`config.mk`:
```
export PLATFORM = sky130hd
export DESIGN_NAME = cp_exc_seq
export DESIGN_NICKNAME = d
export VERILOG_FILES = /design/src/rtl/cpx_pkg.sv /design/src/rtl/cpx_cls_dec.sv /design/src/rtl/cpx_pend.sv /design/src/rtl/cpx_fsm.sv /design/src/rtl/cp_exc_seq.sv
export SDC_FILE = /design/constraint.sdc
export NUM_CORES = 1
export LEC_CHECK = 0
export BUFFER_PORTS_ARGS = -buffer_cell sky130_fd_sc_hd__buf_2
export CORE_AREA = 3 3 40 42
export CTS_CLUSTER_DIAMETER = 40
export DETAILED_ROUTE_END_ITERATION = 10
export DIE_AREA = 0 0 43 45
export PLACE_DENSITY = 0.63
export SETUP_SLACK_MARGIN = 0.2
export SYNTH_ARGS = -nofsm -noshare
export SYNTH_HDL_FRONTEND = slang
export SYNTH_SLANG_ARGS = --single-unit
```
`constraint.sdc`:
```
create_clock -name clk -period 2.4 [get_ports clk]
set_input_delay 0.48 -clock clk [delete_from_list [all_inputs] [get_ports clk]]
set_output_delay 0.48 -clock clk [all_outputs]
set_load 0.01 [all_outputs]
```
`src/rtl/cpx_pkg.sv`:
```
package cpx_pkg;
    localparam int RESP_W = 3;
    localparam int CLS_W  = 2;
    localparam int N_CLS  = 1 << CLS_W;

    typedef enum logic [RESP_W-1:0] {
        RSP_NULL = 3'd0,
        RSP_BUSY = 3'd1,
        RSP_PRE  = 3'd2,
        RSP_MID  = 3'd3,
        RSP_XFER = 3'd4
    } resp_e;

    typedef enum logic [CLS_W-1:0] {
        CLS_OP    = 2'd0,
        CLS_SAVE  = 2'd1,
        CLS_NREST = 2'd2,
        CLS_STORE = 2'd3
    } cls_e;

    typedef enum logic [2:0] {
        ST_IDLE, ST_EXEC, ST_XFER, ST_PRE, ST_HOLD, ST_MID
    } st_e;

    typedef struct packed {
        logic op;
        logic save;
        logic nrest;
        logic store;
    } cmd_t;
endpackage

```
`src/rtl/cpx_cls_dec.sv`:
```
module cpx_cls_dec
    import cpx_pkg::*;
(
    input  logic             cmd_valid,
    input  logic [CLS_W-1:0] cmd_class,
    output cmd_t             cmd
);
    logic [N_CLS-1:0] hit;

    for (genvar i = 0; i < N_CLS; i++) begin : g_hit
        assign hit[i] = cmd_valid && (cmd_class == CLS_W'(i));
    end

    assign cmd.op    = hit[CLS_OP];
    assign cmd.save  = hit[CLS_SAVE];
    assign cmd.nrest = hit[CLS_NREST];
    assign cmd.store = hit[CLS_STORE];
endmodule

```
`src/rtl/cpx_pend.sv`:
```
module cpx_pend (
    input  logic clk,
    input  logic rst,
    input  logic conc_mode,
    input  logic bg_err,
    input  logic take,
    input  logic clr,
    output logic pend_q
);
    always_ff @(posedge clk) begin
        if (rst)
            pend_q <= 1'b0;
        else if (bg_err && conc_mode)
            pend_q <= 1'b1;
        else if (take || clr)
            pend_q <= 1'b0;
    end


    pend_set_chk: assert property (@(posedge clk) disable iff (rst)
        (bg_err && conc_mode) |=> pend_q);


    pend_nc_chk: assert property (@(posedge clk) disable iff (rst)
        (!conc_mode && !pend_q) |=> !pend_q);
endmodule

```
`src/rtl/cpx_fsm.sv`:
```
module cpx_fsm
    import cpx_pkg::*;
(
    input  logic              clk,
    input  logic              rst,
    input  logic              conc_mode,
    input  cmd_t              cmd,
    input  logic              cmd_valid,
    input  logic              cmd_fault,
    input  logic              exec_done,
    input  logic              xfer_done,
    input  logic              exc_ack,
    input  logic              pend_q,
    output logic              pend_take,
    output logic              pend_clr,
    output logic [RESP_W-1:0] resp
);
    st_e  st, nxt;
    logic sfault_q;
    logic ctx_cmd, run_cmd;

    assign ctx_cmd = cmd.save || cmd.nrest;
    assign run_cmd = cmd.op || cmd.store;

    always_comb begin
        nxt       = st;
        pend_take = 1'b0;
        pend_clr  = 1'b0;
        unique case (st)
            ST_IDLE: begin
                if (ctx_cmd) begin
                    pend_clr = 1'b1;
                end else if (run_cmd) begin
                    if (conc_mode && pend_q) begin
                        nxt       = ST_PRE;
                        pend_take = 1'b1;
                    end else if (cmd.op) begin
                        if (cmd_fault)      nxt = ST_PRE;
                        else if (conc_mode) nxt = ST_IDLE;
                        else                nxt = ST_EXEC;
                    end else begin
                        nxt = ST_XFER;
                    end
                end
            end
            ST_EXEC: if (exec_done) nxt = ST_IDLE;
            ST_XFER: begin
                if (xfer_done) begin
                    if (sfault_q) begin
                        nxt = ST_MID;
                    end else if (conc_mode && pend_q) begin
                        nxt       = ST_MID;
                        pend_take = 1'b1;
                    end else begin
                        nxt = ST_IDLE;
                    end
                end
            end
            ST_PRE:  if (exc_ack) nxt = conc_mode ? ST_HOLD : ST_IDLE;
            ST_HOLD: begin
                if (ctx_cmd)      nxt = ST_IDLE;
                else if (run_cmd) nxt = ST_PRE;
            end
            ST_MID:  if (exc_ack) nxt = ST_IDLE;
            default: nxt = ST_IDLE;
        endcase
    end

    always_ff @(posedge clk) begin
        if (rst) begin
            st       <= ST_IDLE;
            sfault_q <= 1'b0;
        end else begin
            st <= nxt;
            if (st == ST_IDLE && nxt == ST_XFER)
                sfault_q <= cmd_fault;
        end
    end

    always_comb begin
        unique case (st)
            ST_IDLE:         resp = RSP_NULL;
            ST_EXEC:         resp = RSP_BUSY;
            ST_XFER:         resp = RSP_XFER;
            ST_PRE, ST_HOLD: resp = RSP_PRE;
            ST_MID:          resp = RSP_MID;
            default:         resp = RSP_NULL;
        endcase
    end


    mid_ack_chk: assert property (@(posedge clk) disable iff (rst)
        (resp == RSP_MID && exc_ack) |=> resp == RSP_NULL);


    pre_sticky_chk: assert property (@(posedge clk) disable iff (rst)
        (conc_mode && resp == RSP_PRE && exc_ack && !cmd_valid) |=> resp == RSP_PRE);


    mid_from_xfer_chk: assert property (@(posedge clk) disable iff (rst)
        $rose(resp == RSP_MID) |-> $past(resp == RSP_XFER && xfer_done));


    idle_ack_chk: assert property (@(posedge clk) disable iff (rst)
        (resp == RSP_NULL && exc_ack && !cmd_valid) |=> resp == RSP_NULL);


    legal_code_chk: assert property (@(posedge clk) disable iff (rst)
        resp <= RSP_XFER);
endmodule

```
`src/rtl/cp_exc_seq.sv`:
```
module cp_exc_seq
    import cpx_pkg::*;
(
    input  logic              clk,
    input  logic              rst,
    input  logic              conc_mode,
    input  logic              cmd_valid,
    input  logic [CLS_W-1:0]  cmd_class,
    input  logic              cmd_fault,
    input  logic              exec_done,
    input  logic              xfer_done,
    input  logic              bg_err,
    input  logic              exc_ack,
    output logic [RESP_W-1:0] resp
);
    cmd_t cmd;
    logic pend_q, pend_take, pend_clr;

    cpx_cls_dec u_dec (
        .cmd_valid (cmd_valid),
        .cmd_class (cmd_class),
        .cmd       (cmd)
    );

    cpx_pend u_pend (
        .clk       (clk),
        .rst       (rst),
        .conc_mode (conc_mode),
        .bg_err    (bg_err),
        .take      (pend_take),
        .clr       (pend_clr),
        .pend_q    (pend_q)
    );

    cpx_fsm u_fsm (
        .clk       (clk),
        .rst       (rst),
        .conc_mode (conc_mode),
        .cmd       (cmd),
        .cmd_valid (cmd_valid),
        .cmd_fault (cmd_fault),
        .exec_done (exec_done),
        .xfer_done (xfer_done),
        .exc_ack   (exc_ack),
        .pend_q    (pend_q),
        .pend_take (pend_take),
        .pend_clr  (pend_clr),
        .resp      (resp)
    );


    take_needs_pend_chk: assert property (@(posedge clk) disable iff (rst)
        pend_take |-> pend_q);


    take_shows_exc_chk: assert property (@(posedge clk) disable iff (rst)
        pend_take |=> (resp == RSP_PRE || resp == RSP_MID));
endmodule

```
==> metrics.txt, run 1 <==
Critical Path Max Stage Delay between 0.5 and 0.6 ns; maximum fanout along the worst path 12; total negative setup slack 0 ns; Hold Buf Count CTS 0; Pwr Density 521 nW/um^2; CTS tree yes; Initial Utilization a little under a third; Port Buf Inserts 13; Tmin final between 1.5 and 2 ns; Lkg Pwr around 0.22 nW; CP Launch Type register; num ports 14; critical path's most frequent cell nand2_1; commonest non-fill, non-tap cell in the layout buf_2; family with the most delay on the worst path flip-flops; Synth warnings 0; row cnt 13; Post-Syn Area per Cell between 7 and 8 um^2; setup bufs post-CTS 0; CTS Root Cell clkbuf_4; via count about 440; fin util 38.8%; DRT Pass-1 Iters 2; drt wl/cell approximately 13 um; Worst Setup End Kind output pin; pin count of the biggest net entering global routing 13; measured slew at the worst slew-check pin approximately 0.35 ns; overall global routing resource usage 12.0%; total global routing overflow 0; initial antenna violation count 0; Clock transition at path regs about 0.05 ns; CTS max path bufs 2; WL final ~1.0 mm; core area 1280 um^2; Crit-path slowest cell dfxtp_1; DRC Markers 0; Die X 43 um; Hold Crit Class input pin to register; nets@finish 78; Setup Viol. Count Final 0; Vias/cell between 5 and 6; Yosys top cell area share around 25%; crit path kind register to output pin; cells along the critical path nor2b_1 -> nand2_1 -> nand2_1 -> buf_2; Synth cell types 28; cell taking the most area after synthesis dfxtp_1; Max Cap Viol 0; unrepaired setup endpoints after global routing false; Die ar. between 1500 and 2000 um^2; clk_lat worst skew 0.25 ns; vias in the first global route slightly above 400; most frequent cells in the layout buf_2 (13), nor2_1 (6), dfxtp_1 (5); n_diodes 0; layout cells sized above 1 about 27%; ANT nets after route 0; H-tree levels 1; global-route wire length before repair roughly 1.7 mm; setup ws final about 0.66 ns; Fmax roughly 570 MHz; post-CTS resize count 0; area growth from synthesis to layout 25.6%; synth top area cells dfxtp_1 (25%), nand2b_1 (6.3%), nor2_1 (5.7%); worst endpoint required time roughly 1.9 ns; GPL Wtd Cong slightly above 0.8; initial drt markers 4; Seq/Total Area, Yosys around a quarter; Post-Layout Cell Count 81; Buf+Inv Stages, Crit Path 1; clk sinks 5; DP Wirelength 810 um; status completed; Peak VDD IR about 0.23 mV; Final Hold Fails 0; Arr. time, crit path about 1.3 ns; Synth Register Bits 5; final slew viol count 0; Place WS approximately 0.63 ns; Max-slew headroom roughly 77%; skew final 0.00440 ns; Mapped Cells slightly above 50; cell count after placement slightly below 80; Syn Nets 62; Die Ht 45 um; crit share post-route between 70 and 80%; mapped cell area 397 um^2; number of buffers created by CTS 3
-- power by group --
| group | total (W) | switching (W) | internal, W |
|---|---|---|---|
| Clock | 0.000104 | 0.0000404 | 0.0000632 |
| Sequential | 0.0000980 | 0.00000924 | 0.0000888 |
| Combinational | 0.0000577 | 0.0000290 | 0.0000287 |
| Total | 0.000259 | 0.0000786 | 0.000181 |
-- cell usage after synthesis --
cell,n
a21oi_1,2
a221oi_1,1
a311oi_1,1
nor2b_1,3
a221oi_2,1
nand2_1,4
o211ai_1,1
buf_2,1
a21o_1,1
o2bb2ai_1,1
o21ai_0,4
o22ai_1,1
a31oi_1,1
mux2i_1,1
nor2_1,6
dfxtp_1,5
or4b_1,1
clkbuf_1,1
o21ai_1,1
nand4_1,2
and3_1,1
xnor2_1,1
and2_1,1
nor4b_2,1
nand2b_1,4
or3b_1,2
inv_1,1
and4bb_1,1
-- cell families after synthesis --
family / count (synthesis) / synth area share (%)
DFF: 5 / 25.2
muxes: 1 / 2.52
xor gates and xnor gates: 1 / 2.21
AOI/OAI and AO/OA: 15 / 26.2
and+or+nand+nor: 26 / 40.7
buffers and inverters: 3 / 3.15
-- registers in the layout (all words and copies together), names as in the netlist --
register,flops
u_pend.pend_q,1
u_fsm.st,3
u_fsm.sfault_q,1
-- layer usage --
layer  track usage, %  share of wire, %  vias up
met5                0                 0        -
li1                 -                 -      222
met1             15.7                48      200
met3             5.98               9.8        0
met2             18.3                43       16
met4             1.81                 0        0
-- worst paths after layout --
| kind | start | endpoint | slack, ns | depth (start not counted) |
|---|---|---|---|---|
| setup / recovery | u_fsm.st[0] | resp[1] | 0.66 | 4 |
| hold / removal | rst | u_fsm.sfault_q | 0.45 | 2 |
| setup reg to reg | u_fsm.st[1] | u_fsm.st[0] | 0.95 | 4 |
| hold reg to reg | u_fsm.sfault_q | u_fsm.sfault_q | 0.50 | 2 |
-- through the flow --
step,power (W),area (um^2),hold WS [ns]
2_1_floorplan,0.000135,397,0.463
3_3_place_gp,0.000156,472,0.484
3_5_place_dp,0.000157,472,0.505
4_1_cts,0.000264,498,0.443
5_1_grt,0.000277,498,0.445
6_report,0.000259,498,0.445
-- final cells by class --
cell class | instances | area (um^2)
tap | 15 | 18.8
inverter | 1 | 3.75
multi-input combinational | 43 | 284
timing repair buffer | 13 | 65.1
clock buffer | 4 | 26.3
fill | 142 | 787
sequential | 5 | 100
-- worst register-to-register path: stages (launching register included) --
cell      delay [ns]
dfxtp_1         0.51
nand2b_1        0.23
and4bb_1        0.23
a221oi_1        0.24
a21oi_1         0.11
No activity file was read; power rests on OpenSTA's default activity.
==> run 2, diff against run 1 <==
- PLACE_DENSITY: 0.63 -> 0.65
- clock period: 2.4 -> 1.4 ns (I/O delays scaled with it)
==> run 2 against run 1 <==
  * Power increased by 94%
  * Non-clock buffer count increased by 14
  * Critical path depth unchanged
  * Clock power increased by 66%
  * Core utilization increased by 14 points
  * Cell count increased by 17%
  * Count of clock-buffer cells in the layout unchanged
  * Combinational power increased to 2.8 times the previous value
  * Hold slack got worse by 0.19 ns
  * Die area unchanged
  * Worst setup slack got worse by 0.65 ns
  * Via count increased by 11%
  * Largest power group unchanged
  * Highest routed layer unchanged
==> metrics.txt, run 2 (synthesis gave the netlist of run 1 again) <==
status completed (unchanged); num ports 14 (unchanged); worst endpoint required time 1.12 ns (was 1.92 ns); Initial Utilization 30.9% (unchanged); Pwr Density 739 nW/um^2 (was 521 nW/um^2); GPL Wtd Cong 0.871 (was 0.808); ANT nets after route 0 (unchanged); via count 488 (was 438); Fmax between 700 and 800 MHz; CTS tree yes (unchanged); Port Buf Inserts 13 (unchanged); area growth from synthesis to layout 71.3% (was 25.6%); Critical Path Max Stage Delay 0.38 ns (was 0.52 ns); crit path kind register to output pin (unchanged); skew final 0.00859 ns (was 0.00440 ns); initial drt markers 2 (was 4); row cnt 13 (unchanged); vias in the first global route 444 (was 411); Die ar. 1940 um^2 (unchanged); Peak VDD IR 0.520 mV (was 0.233 mV); crit share post-route around 100%; Crit-path slowest cell dfxtp_4 (was dfxtp_1); FILL cells 133 (was 142); max FFs per register 3 (unchanged); Arr. time, crit path 1.11 ns (was 1.26 ns); core area 1280 um^2 (unchanged); Lkg Pwr 0.308 nW (was 0.216 nW); clk sinks 5 (unchanged); commonest non-fill, non-tap cell in the layout buf_2 (unchanged); Setup Viol. Count Final 0 (unchanged); pin count of the biggest net entering global routing 9 (was 13); nets@finish 92 (was 78); Final Hold Fails 0 (unchanged); DP Wirelength 878 um (was 810 um); total global routing overflow 0 (unchanged); layer with the highest usage met2 (unchanged); DRT Pass-1 Iters 3 (was 2); CTS Root Cell clkbuf_4 (unchanged); global-route wire length before repair 1.87 mm (was 1.73 mm); Worst Setup End Kind output pin (unchanged); H-tree levels 1 (unchanged); n_diodes 0 (unchanged); WL final 1.21 mm (was 1.03 mm); Largest regs u_fsm.st (3), u_fsm.sfault_q (1), u_pend.pend_q (1) (unchanged); Max-slew headroom 76.8% (was 76.6%); number of buffers created by CTS 3 (unchanged); Die X 43 um (unchanged); measured slew at the worst slew-check pin 0.346 ns (was 0.350 ns); DRC Markers 0 (unchanged); M2 GR Usage 21.6% (was 18.3%); final slew viol count 0 (unchanged); Tmin final around 1.4 ns; Clock transition at path regs 0.05 ns (about the same); Hold Crit Class input pin to register (unchanged); layout cells sized above 1 51.2% (was 27.3%); total power 0.000502 W (was 0.000259 W); CTS max path bufs 2 (unchanged); drt wl/cell 12.8 um (about the same); CP Launch Type register (unchanged); unrepaired setup endpoints after global routing true (was false); cells along the critical path nand2b_4 -> buf_6 -> nor2_1 -> buf_2 (was nor2b_1 -> nand2_1 -> nand2_1 -> buf_2); M3 GR Usage 5.18% (was 5.98%); met1 Usage GRT 15.6% (was 15.7%); total negative setup slack 0 ns (unchanged); Die Ht 45 um (unchanged); overall global routing resource usage 13.0% (was 12.0%); clk_lat worst skew 0.25 ns (about the same); Max Cap Viol 0 (unchanged); maximum fanout along the worst path 7 (was 12); Vias/cell 5.14 (was 5.41); most frequent cells in the layout buf_2 (12), buf_4 (11), nor2_1 (6) (was buf_2 (13), nor2_1 (6), dfxtp_1 (5)); Largest Register u_fsm.st (unchanged); initial antenna violation count 0 (unchanged)
-- run 2: cell types whose count changed in the layout (fill, tap and decap cells not counted), sizes merged --
cell | before | now
buf | 13 | 27
-- run 2: final timing paths --
path / end / slack [ns] / cells after the start / start
worst max-delay path: resp[2] / 0.01 / 4 / u_fsm.st[2]
worst max register to register: u_pend.pend_q / 0.07 / 5 / u_fsm.st[0]
worst min register to register: u_fsm.sfault_q / 0.51 / 2 / u_fsm.sfault_q
worst min-delay path: u_fsm.sfault_q / 0.25 / 2 / rst
-- run 2: repair_timing --
action | 4_1_cts | 5_1_grt
setup buffers | 2 | 3
endpoints found under the setup margin | 8 | 8
gates resized for setup | 11 | 8
hold buffers | 0 | 0
pin swaps | 2 | 1
-- run 2: worst max-delay path, delay by kind of cell (launching register included) --
| kind | cells | cell delay (ns) |
|---|---|---|
| AND/OR/NAND/NOR | 2 | 0.24 |
| flip-flops | 1 | 0.38 |
| buffers and inverters | 2 | 0.24 |
-- run 2: metrics by stage --
step	utilization (%)	setup slack [ns]	hold WS, ns	instances	area (um^2)
after floorplan	-	-0.000469	0.352	51	407
after global placement	42.0	-0.134	0.486	86	539
after detailed placement	42.0	-0.167	0.506	86	539
after CTS	47.6	0.0311	0.249	92	612
after global routing	52.9	-0.0305	0.245	95	679
final	52.9	0.0124	0.254	95	679
-- run 2: layer usage --
layer | vias to the layer above | share of wire [%]
met1 | 220 | 44
met2 | 15 | 49
met3 | 0 | 6.4
met5 | - | 0
met4 | 0 | 0
li1 | 253 | -
-- run 2: cell type report --
type                    instances  area (um^2)  share of cell area, %
inverters                       1         3.75                  0.552
repair buffers                 27          188                   27.6
multi-input cells              43          332                   48.8
well taps                      15         18.8                   2.76
flip-flops and latches          5          111                   16.4
clock buffers                   4         26.3                   3.87
-- run 2: power by group --
| group | internal [W] | switching, W | total, W |
|---|---|---|---|
| sequential | 0.000151 | 0.0000156 | 0.000166 |
| clock | 0.000108 | 0.0000645 | 0.000173 |
| combinational | 0.0000960 | 0.0000670 | 0.000163 |
